File: src/rtl/xflow_pkg.sv
package xflow_pkg;

    typedef enum logic [1:0] {
        CH_XON1  = 2'd0,
        CH_XON2  = 2'd1,
        CH_XOFF1 = 2'd2,
        CH_XOFF2 = 2'd3
    } ch_code_e;

    typedef enum logic [1:0] {
        RX_IDLE,
        RX_HAVE_ON,
        RX_HAVE_OFF
    } rx_state_e;

    typedef enum logic [2:0] {
        TQ_ON_WAIT,
        TQ_OFF_A,
        TQ_OFF_B,
        TQ_OFF_WAIT,
        TQ_ON_A,
        TQ_ON_B
    } tq_state_e;

    localparam logic [1:0] SEL_NONE   = 2'b00;
    localparam logic [1:0] SEL_SECOND = 2'b01;
    localparam logic [1:0] SEL_FIRST  = 2'b10;
    localparam logic [1:0] SEL_BOTH   = 2'b11;

endpackage

File: src/rtl/xflow_pin_key.sv
module xflow_pin_key #(
    parameter int CHAR_W = 8,
    parameter int PIN_W  = 4
) (
    input  logic              use_pins,
    input  logic [CHAR_W-1:0] stored,
    input  logic [PIN_W-1:0]  pins,
    output logic [CHAR_W-1:0] key
);
    generate
        if (PIN_W >= CHAR_W) begin : g_all_pins
            assign key = use_pins ? pins[CHAR_W-1:0] : stored;
        end else begin : g_low_pins
            assign key = use_pins ? {stored[CHAR_W-1:PIN_W], pins} : stored;
        end
    endgenerate
endmodule

File: src/rtl/xflow_rx_match.sv
module xflow_rx_match
    import xflow_pkg::*;
#(
    parameter int CHAR_W = 8
) (
    input  logic              clk,
    input  logic              rst_n,
    input  logic [1:0]        rx_sel,
    input  logic [CHAR_W-1:0] xon1,
    input  logic [CHAR_W-1:0] xon2,
    input  logic [CHAR_W-1:0] xoff1,
    input  logic [CHAR_W-1:0] xoff2_key,
    input  logic [CHAR_W-1:0] rx_data,
    input  logic              rx_valid,
    output logic              paused,
    output logic              det,
    output logic [1:0]        det_code
);
    rx_state_e st_q, st_d;
    ch_code_e  code_d;
    logic      ev_on, ev_off;
    logic      hit_on1, hit_on2, hit_off1, hit_off2;

    assign hit_on1  = (rx_data == xon1);
    assign hit_on2  = (rx_data == xon2);
    assign hit_off1 = (rx_data == xoff1);
    assign hit_off2 = (rx_data == xoff2_key);

    // state register
    always_ff @(posedge clk) begin
        if (!rst_n) st_q <= RX_IDLE;
        else        st_q <= st_d;
    end

    // next state and match events
    always_comb begin
        st_d   = st_q;
        ev_on  = 1'b0;
        ev_off = 1'b0;
        code_d = CH_XON1;
        if (rx_sel != SEL_BOTH) begin
            st_d = RX_IDLE;
        end
        if (rx_valid) begin
            unique case (rx_sel)
                SEL_FIRST: begin
                    if (hit_off1)     begin ev_off = 1'b1; code_d = CH_XOFF1; end
                    else if (hit_on1) begin ev_on  = 1'b1; code_d = CH_XON1;  end
                end
                SEL_SECOND: begin
                    if (hit_off2)     begin ev_off = 1'b1; code_d = CH_XOFF2; end
                    else if (hit_on2) begin ev_on  = 1'b1; code_d = CH_XON2;  end
                end
                SEL_BOTH: begin
                    if (st_q == RX_HAVE_ON && hit_on2) begin
                        ev_on  = 1'b1;
                        code_d = CH_XON2;
                        st_d   = RX_IDLE;
                    end else if (st_q == RX_HAVE_OFF && hit_off2) begin
                        ev_off = 1'b1;
                        code_d = CH_XOFF2;
                        st_d   = RX_IDLE;
                    end else if (hit_off1) begin
                        st_d = RX_HAVE_OFF;
                    end else if (hit_on1) begin
                        st_d = RX_HAVE_ON;
                    end else begin
                        st_d = RX_IDLE;
                    end
                end
                default: ;
            endcase
        end
    end

    // registered outputs
    always_ff @(posedge clk) begin
        if (!rst_n) begin
            paused   <= 1'b0;
            det      <= 1'b0;
            det_code <= 2'd0;
        end else begin
            det <= ev_on | ev_off;
            if (ev_off)     paused <= 1'b1;
            else if (ev_on) paused <= 1'b0;
            if (ev_on | ev_off) det_code <= code_d;
        end
    end
endmodule

File: src/rtl/xflow_tx_req.sv
module xflow_tx_req
    import xflow_pkg::*;
#(
    parameter int CHAR_W = 8,
    parameter int LVL_W  = 8
) (
    input  logic              clk,
    input  logic              rst_n,
    input  logic [1:0]        tx_sel,
    input  logic [CHAR_W-1:0] xon1,
    input  logic [CHAR_W-1:0] xon2,
    input  logic [CHAR_W-1:0] xoff1,
    input  logic [CHAR_W-1:0] xoff2,
    input  logic [LVL_W-1:0]  level,
    input  logic [LVL_W-1:0]  hi_mark,
    input  logic [LVL_W-1:0]  lo_mark,
    input  logic              ins_ready,
    output logic              ins_valid,
    output logic [CHAR_W-1:0] ins_data
);
    tq_state_e st_q, st_d;
    logic      pair;

    assign pair = (tx_sel == SEL_BOTH);

    // state register
    always_ff @(posedge clk) begin
        if (!rst_n) st_q <= TQ_ON_WAIT;
        else        st_q <= st_d;
    end

    // next state
    always_comb begin
        st_d = st_q;
        if (tx_sel == SEL_NONE) begin
            st_d = TQ_ON_WAIT;
        end else begin
            unique case (st_q)
                TQ_ON_WAIT:  if (level >= hi_mark) st_d = TQ_OFF_A;
                TQ_OFF_A:    if (ins_ready) st_d = pair ? TQ_OFF_B : TQ_OFF_WAIT;
                TQ_OFF_B:    if (ins_ready) st_d = TQ_OFF_WAIT;
                TQ_OFF_WAIT: if (level <= lo_mark) st_d = TQ_ON_A;
                TQ_ON_A:     if (ins_ready) st_d = pair ? TQ_ON_B : TQ_ON_WAIT;
                TQ_ON_B:     if (ins_ready) st_d = TQ_ON_WAIT;
                default:     st_d = TQ_ON_WAIT;
            endcase
        end
    end

    // outputs
    always_comb begin
        ins_valid = 1'b0;
        ins_data  = xon1;
        unique case (st_q)
            TQ_OFF_A: begin ins_valid = 1'b1; ins_data = (tx_sel == SEL_SECOND) ? xoff2 : xoff1; end
            TQ_OFF_B: begin ins_valid = 1'b1; ins_data = xoff2; end
            TQ_ON_A:  begin ins_valid = 1'b1; ins_data = (tx_sel == SEL_SECOND) ? xon2 : xon1; end
            TQ_ON_B:  begin ins_valid = 1'b1; ins_data = xon2; end
            default: ;
        endcase
    end
endmodule

File: src/rtl/xflow_ctrl.sv
module xflow_ctrl #(
    parameter int CHAR_W = 8,
    parameter int PIN_W  = 4,
    parameter int LVL_W  = 8
) (
    input  logic              clk,
    input  logic              rst_n,
    input  logic [3:0]        cfg_mode,
    input  logic              cfg_pin_addr,
    input  logic [CHAR_W-1:0] cfg_xon1,
    input  logic [CHAR_W-1:0] cfg_xon2,
    input  logic [CHAR_W-1:0] cfg_xoff1,
    input  logic [CHAR_W-1:0] cfg_xoff2,
    input  logic [PIN_W-1:0]  addr_pins,
    input  logic [CHAR_W-1:0] rx_data,
    input  logic              rx_valid,
    input  logic [LVL_W-1:0]  fifo_level,
    input  logic [LVL_W-1:0]  cfg_hi_mark,
    input  logic [LVL_W-1:0]  cfg_lo_mark,
    input  logic              tx_ins_ready,
    output logic              tx_ins_valid,
    output logic [CHAR_W-1:0] tx_ins_data,
    output logic              tx_paused,
    output logic              spec_det,
    output logic [1:0]        spec_code
);
    logic [CHAR_W-1:0] xoff2_key;

    xflow_pin_key #(.CHAR_W(CHAR_W), .PIN_W(PIN_W)) u_key (
        .use_pins (cfg_pin_addr),
        .stored   (cfg_xoff2),
        .pins     (addr_pins),
        .key      (xoff2_key)
    );

    xflow_rx_match #(.CHAR_W(CHAR_W)) u_rx (
        .clk       (clk),
        .rst_n     (rst_n),
        .rx_sel    (cfg_mode[3:2]),
        .xon1      (cfg_xon1),
        .xon2      (cfg_xon2),
        .xoff1     (cfg_xoff1),
        .xoff2_key (xoff2_key),
        .rx_data   (rx_data),
        .rx_valid  (rx_valid),
        .paused    (tx_paused),
        .det       (spec_det),
        .det_code  (spec_code)
    );

    xflow_tx_req #(.CHAR_W(CHAR_W), .LVL_W(LVL_W)) u_tx (
        .clk       (clk),
        .rst_n     (rst_n),
        .tx_sel    (cfg_mode[1:0]),
        .xon1      (cfg_xon1),
        .xon2      (cfg_xon2),
        .xoff1     (cfg_xoff1),
        .xoff2     (cfg_xoff2),
        .level     (fifo_level),
        .hi_mark   (cfg_hi_mark),
        .lo_mark   (cfg_lo_mark),
        .ins_ready (tx_ins_ready),
        .ins_valid (tx_ins_valid),
        .ins_data  (tx_ins_data)
    );
endmodule

File: config.mk
export PLATFORM = sky130hd
export DESIGN_NAME = xflow_ctrl
export DESIGN_NICKNAME = d
export VERILOG_FILES = /design/src/rtl/xflow_pkg.sv /design/src/rtl/xflow_pin_key.sv /design/src/rtl/xflow_rx_match.sv /design/src/rtl/xflow_tx_req.sv /design/src/rtl/xflow_ctrl.sv
export SDC_FILE = /design/constraint.sdc
export NUM_CORES = 1
export LEC_CHECK = 0
export BUFFER_PORTS_ARGS = -buffer_cell sky130_fd_sc_hd__buf_2
export CORE_ASPECT_RATIO = 0.8
export CORE_MARGIN = 2
export CORE_UTILIZATION = 45
export DETAILED_ROUTE_END_ITERATION = 10
export PLACE_DENSITY = 0.81
export SLEW_MARGIN = 15
export SYNTH_ARGS = -nofsm -noshare
export SYNTH_HDL_FRONTEND = slang
export SYNTH_SLANG_ARGS = --single-unit
File: constraint.sdc
create_clock -name clk -period 2.88 [get_ports clk]
set_clock_uncertainty 0.2 [all_clocks]
set_input_delay 0.432 -clock clk [delete_from_list [all_inputs] [get_ports clk]]
set_output_delay 0.432 -clock clk [all_outputs]
set_load 0.05 [all_outputs]
==> key figures <==
Floorplan
  – Starting density of the core: 0.475
  – Core Region: 3470 um2
  – Die height: 58.1 um
  – Die area: 4160 um2
  – Cell Rows: 19
  – Die width: 71.7 um
  – # IOs: 90

Worst setup path
  – Cell Chain, Critical Path: and2_1 -> nor2_1 -> o22a_1 -> a22oi_1 -> o21ai_0 -> buf_2
  – R2R Path Start: u_tx.st_q[2]
  – CP max stage cell: dfxtp_1
  – Max incr delay on CP: 0.53 ns
  – Critical path startpoint: u_tx.st_q[2]
  – Reg2Reg Depth: 8
  – Critical path endpoint: tx_ins_data[0]
  – WP data arrival: 1.99 ns
  – R2r setup slk: 0.58 ns
  – Critical Path RT: 2.25 ns
  – Crit path capture type: output pin
  – R2r endpoint: u_tx.st_q[0]
  – Critical Path Start Type: flop
  – Worst-path maximum fanout: 13
  – Crit Path Category: flop to output pin

Layout
  – Most frequent cells in the layout: 89 x buf_2, 22 x inv_1, 21 x a21oi_1
  – Final instance area: 2170 um2
  – Nets: 412
  – Layout cell share with drive strength beyond 1: 0.328
  – Area Overhead vs Synth: 32.0%
  – ANT cells: 0
  – Commonest non-fill, non-tap cell in the layout: buf_2

Synthesis
  – Syn Nets: 321
  – Seq/Total Area, Yosys: 0.0972
  – Flops & latches, synth: 8
  – Synth Area per Inst: 7.23 um2
  – Synth warn: 0
  – Mapped Cells: 228
  – Number of distinct library cells after synthesis: 46
  – Post-Syn Area: 1650 um2

Clock tree
  – H-tree depth: 1
  – Clock slew at reported path FFs: 0.04 ns
  – Total clock sinks: 8
  – CTS Buf Count: 3
  – Cts repair resizes: 0
  – CTS tree: done
  – CTS Hold Bufs: 0
  – Post-CTS setup buffers: 0
  – Clk_lat worst skew: 0.23 ns
  – Root buf cell: clkbuf_8
  – Clock buffer depth: 2

Route
  – WL per Instance: 13.1 um
  – Total Wirelength: 4720 um
  – Final ANT Viol Nets: 0
  – Pre-antenna DRT Iters: 4
  – Via count: 1992
  – Iter 0 DRT Violations: 87
  – Remaining DRCs: 0
  – Vias/cell: 5.55

Power and ir drop
  – Leakage: 1.08 nW
  – Peak VDD IR: 341 uV
  – P_int: 0.000379 W
  – Pwr per Cell Area: 339 nW/um2
  – Combinational power share: 0.647
  – Sw frac: 0.486
  – Clk network pwr share: 0.179
  – Sequential share of power: 0.174
  – Psw: 0.000358 W

Job
  – Max Cap Violations: 0

STA
  – Final Critical Period: 2.62 ns
  – Final Hold Viols: 0
  – Final setup vio count: 0
  – RSZ-0062 raised after global routing: false
  – FMAX: 381 MHz
  – Period utilisation layout: 0.911
  – Slew Limit Fails: 0
  – Worst-margin pin slew: 0.565 ns
  – WHS: 0.272 ns
  – Slew Limit Headroom: 0.620
  – Setup TNS: 0 ns

Outcome
  – Status: complete, no violations

Hold path
  – Hold_sp: u_rx.st_q[1]
  – Hold WC Path Type: flop to flop

GRT
  – Largest net degree at the start of global routing: 16
  – Met3 GRT Util: 0.0313
  – Vias in the first global route: 1797
  – All-layer global routing usage: 0.228
  – Grt total ovfl: 0
  – M1 GR Usage: 0.317
  – Global routing's busiest layer: met2
  – Routing usage on met2: 0.370
  – Initial antenna violation count: 0
  – First-pass GRT wire length: 7720 um

Place
  – Placed instance area: 2130 um2
  – Post-DP HPWL: 4090 um
  – IO Port Bufs: 89
  – GP Congestion: 0.923
## registers in the layout, indices dropped and copies added (netlist names)
name / count
u_rx.det: 1
u_rx.det_code: 2
u_rx.st_q: 2
u_tx.st_q: 3
## area by class of cell
cell class	count	area (um2)
repair buffers	92	468
well taps	42	52.6
flip-flops and latches	8	160
multi-input cells	192	1370
clock buffers	3	41.3
inverters	22	82.6
fillers	338	1300
## through the flow
step	total power, W	cells	worst slack, ns	utilization
after floorplan	0.000452	228	0.122	-
after global placement	0.000597	356	0.382	0.615
after detailed placement	0.000605	356	0.343	0.615
after CTS	0.000741	359	0.266	0.627
after global routing	0.000790	359	0.0533	0.627
final	0.000737	359	0.255	0.627
## power by group through the flow
stage / clock (W) / sequential (W) / combinational (W)
floorplan: 0 / 0.000124 / 0.000328
global placement: 0 / 0.000130 / 0.000467
detailed placement: 0 / 0.000130 / 0.000475
CTS: 0.000136 / 0.000128 / 0.000477
global route: 0.000142 / 0.000130 / 0.000518
finish: 0.000132 / 0.000128 / 0.000477
## kinds of logic after synthesis
group | share of synthesized area
multiplexers | 0.0243
buffers and inverters | 0.0714
XOR/XNOR | 0.180
AO/OA/AOI/OAI | 0.276
flip-flops | 0.0972
adder cells (fa/ha/maj) | 0.121
AND/OR/NAND/NOR | 0.229
## metal layers
layer	wire, um	part of all wire
met1	2130	0.45
met2	2090	0.44
met3	435	0.092
met4	67	0.014
met5	0	0
## worst min-delay path by stage
| stage | to | slack (ns) | depth (start not counted) |
|---|---|---|---|
| 2_1_floorplan | u_rx.st_q[0] | 0.25 | 2 |
| 3_3_place_gp | u_rx.st_q[1] | 0.27 | 2 |
| 3_5_place_dp | u_rx.st_q[1] | 0.27 | 2 |
| 4_1_cts | u_rx.st_q[1] | 0.27 | 2 |
| 5_1_grt | u_rx.st_q[0] | 0.30 | 2 |
| 6_report | u_rx.st_q[1] | 0.27 | 2 |
## cells in the mapped netlist, drive strengths merged
master,n,share of area
o221ai,1,0.0053
a21o,2,0.0099
nor3,4,0.015
a211oi,3,0.014
mux2i,4,0.024
nand2b,10,0.038
a211o,1,0.0053
or3,1,0.0038
nand4,6,0.023
clkbuf,3,0.0068
and3b,1,0.0053
a22o,4,0.021
nand3,6,0.021
o21a,2,0.0091
a21oi,21,0.064
xor2,13,0.074
ha,16,0.12
buf,3,0.014
nor2,12,0.029
dfxtp,8,0.097
and3,1,0.0038
inv,22,0.050
nor2b,2,0.0076
or4,2,0.0091
nand2,19,0.043
o21ai,17,0.054
or4b,1,0.0061
nor4,3,0.020
o22a,2,0.011
and2,1,0.0038
o31ai,2,0.0091
xnor2,20,0.11
o211ai,1,0.0046
a22oi,12,0.055
a221oi,2,0.014
## worst max-delay path, delay by kind of cell, from the launching register on
kind                   cells  cell delay (ns)
buffers and inverters      1             0.22
AO/OA/AOI/OAI              3             0.66
AND/OR/NAND/NOR            2             0.35
flip-flops                 1             0.53
Note: power is estimated with default switching activity, not from simulation.
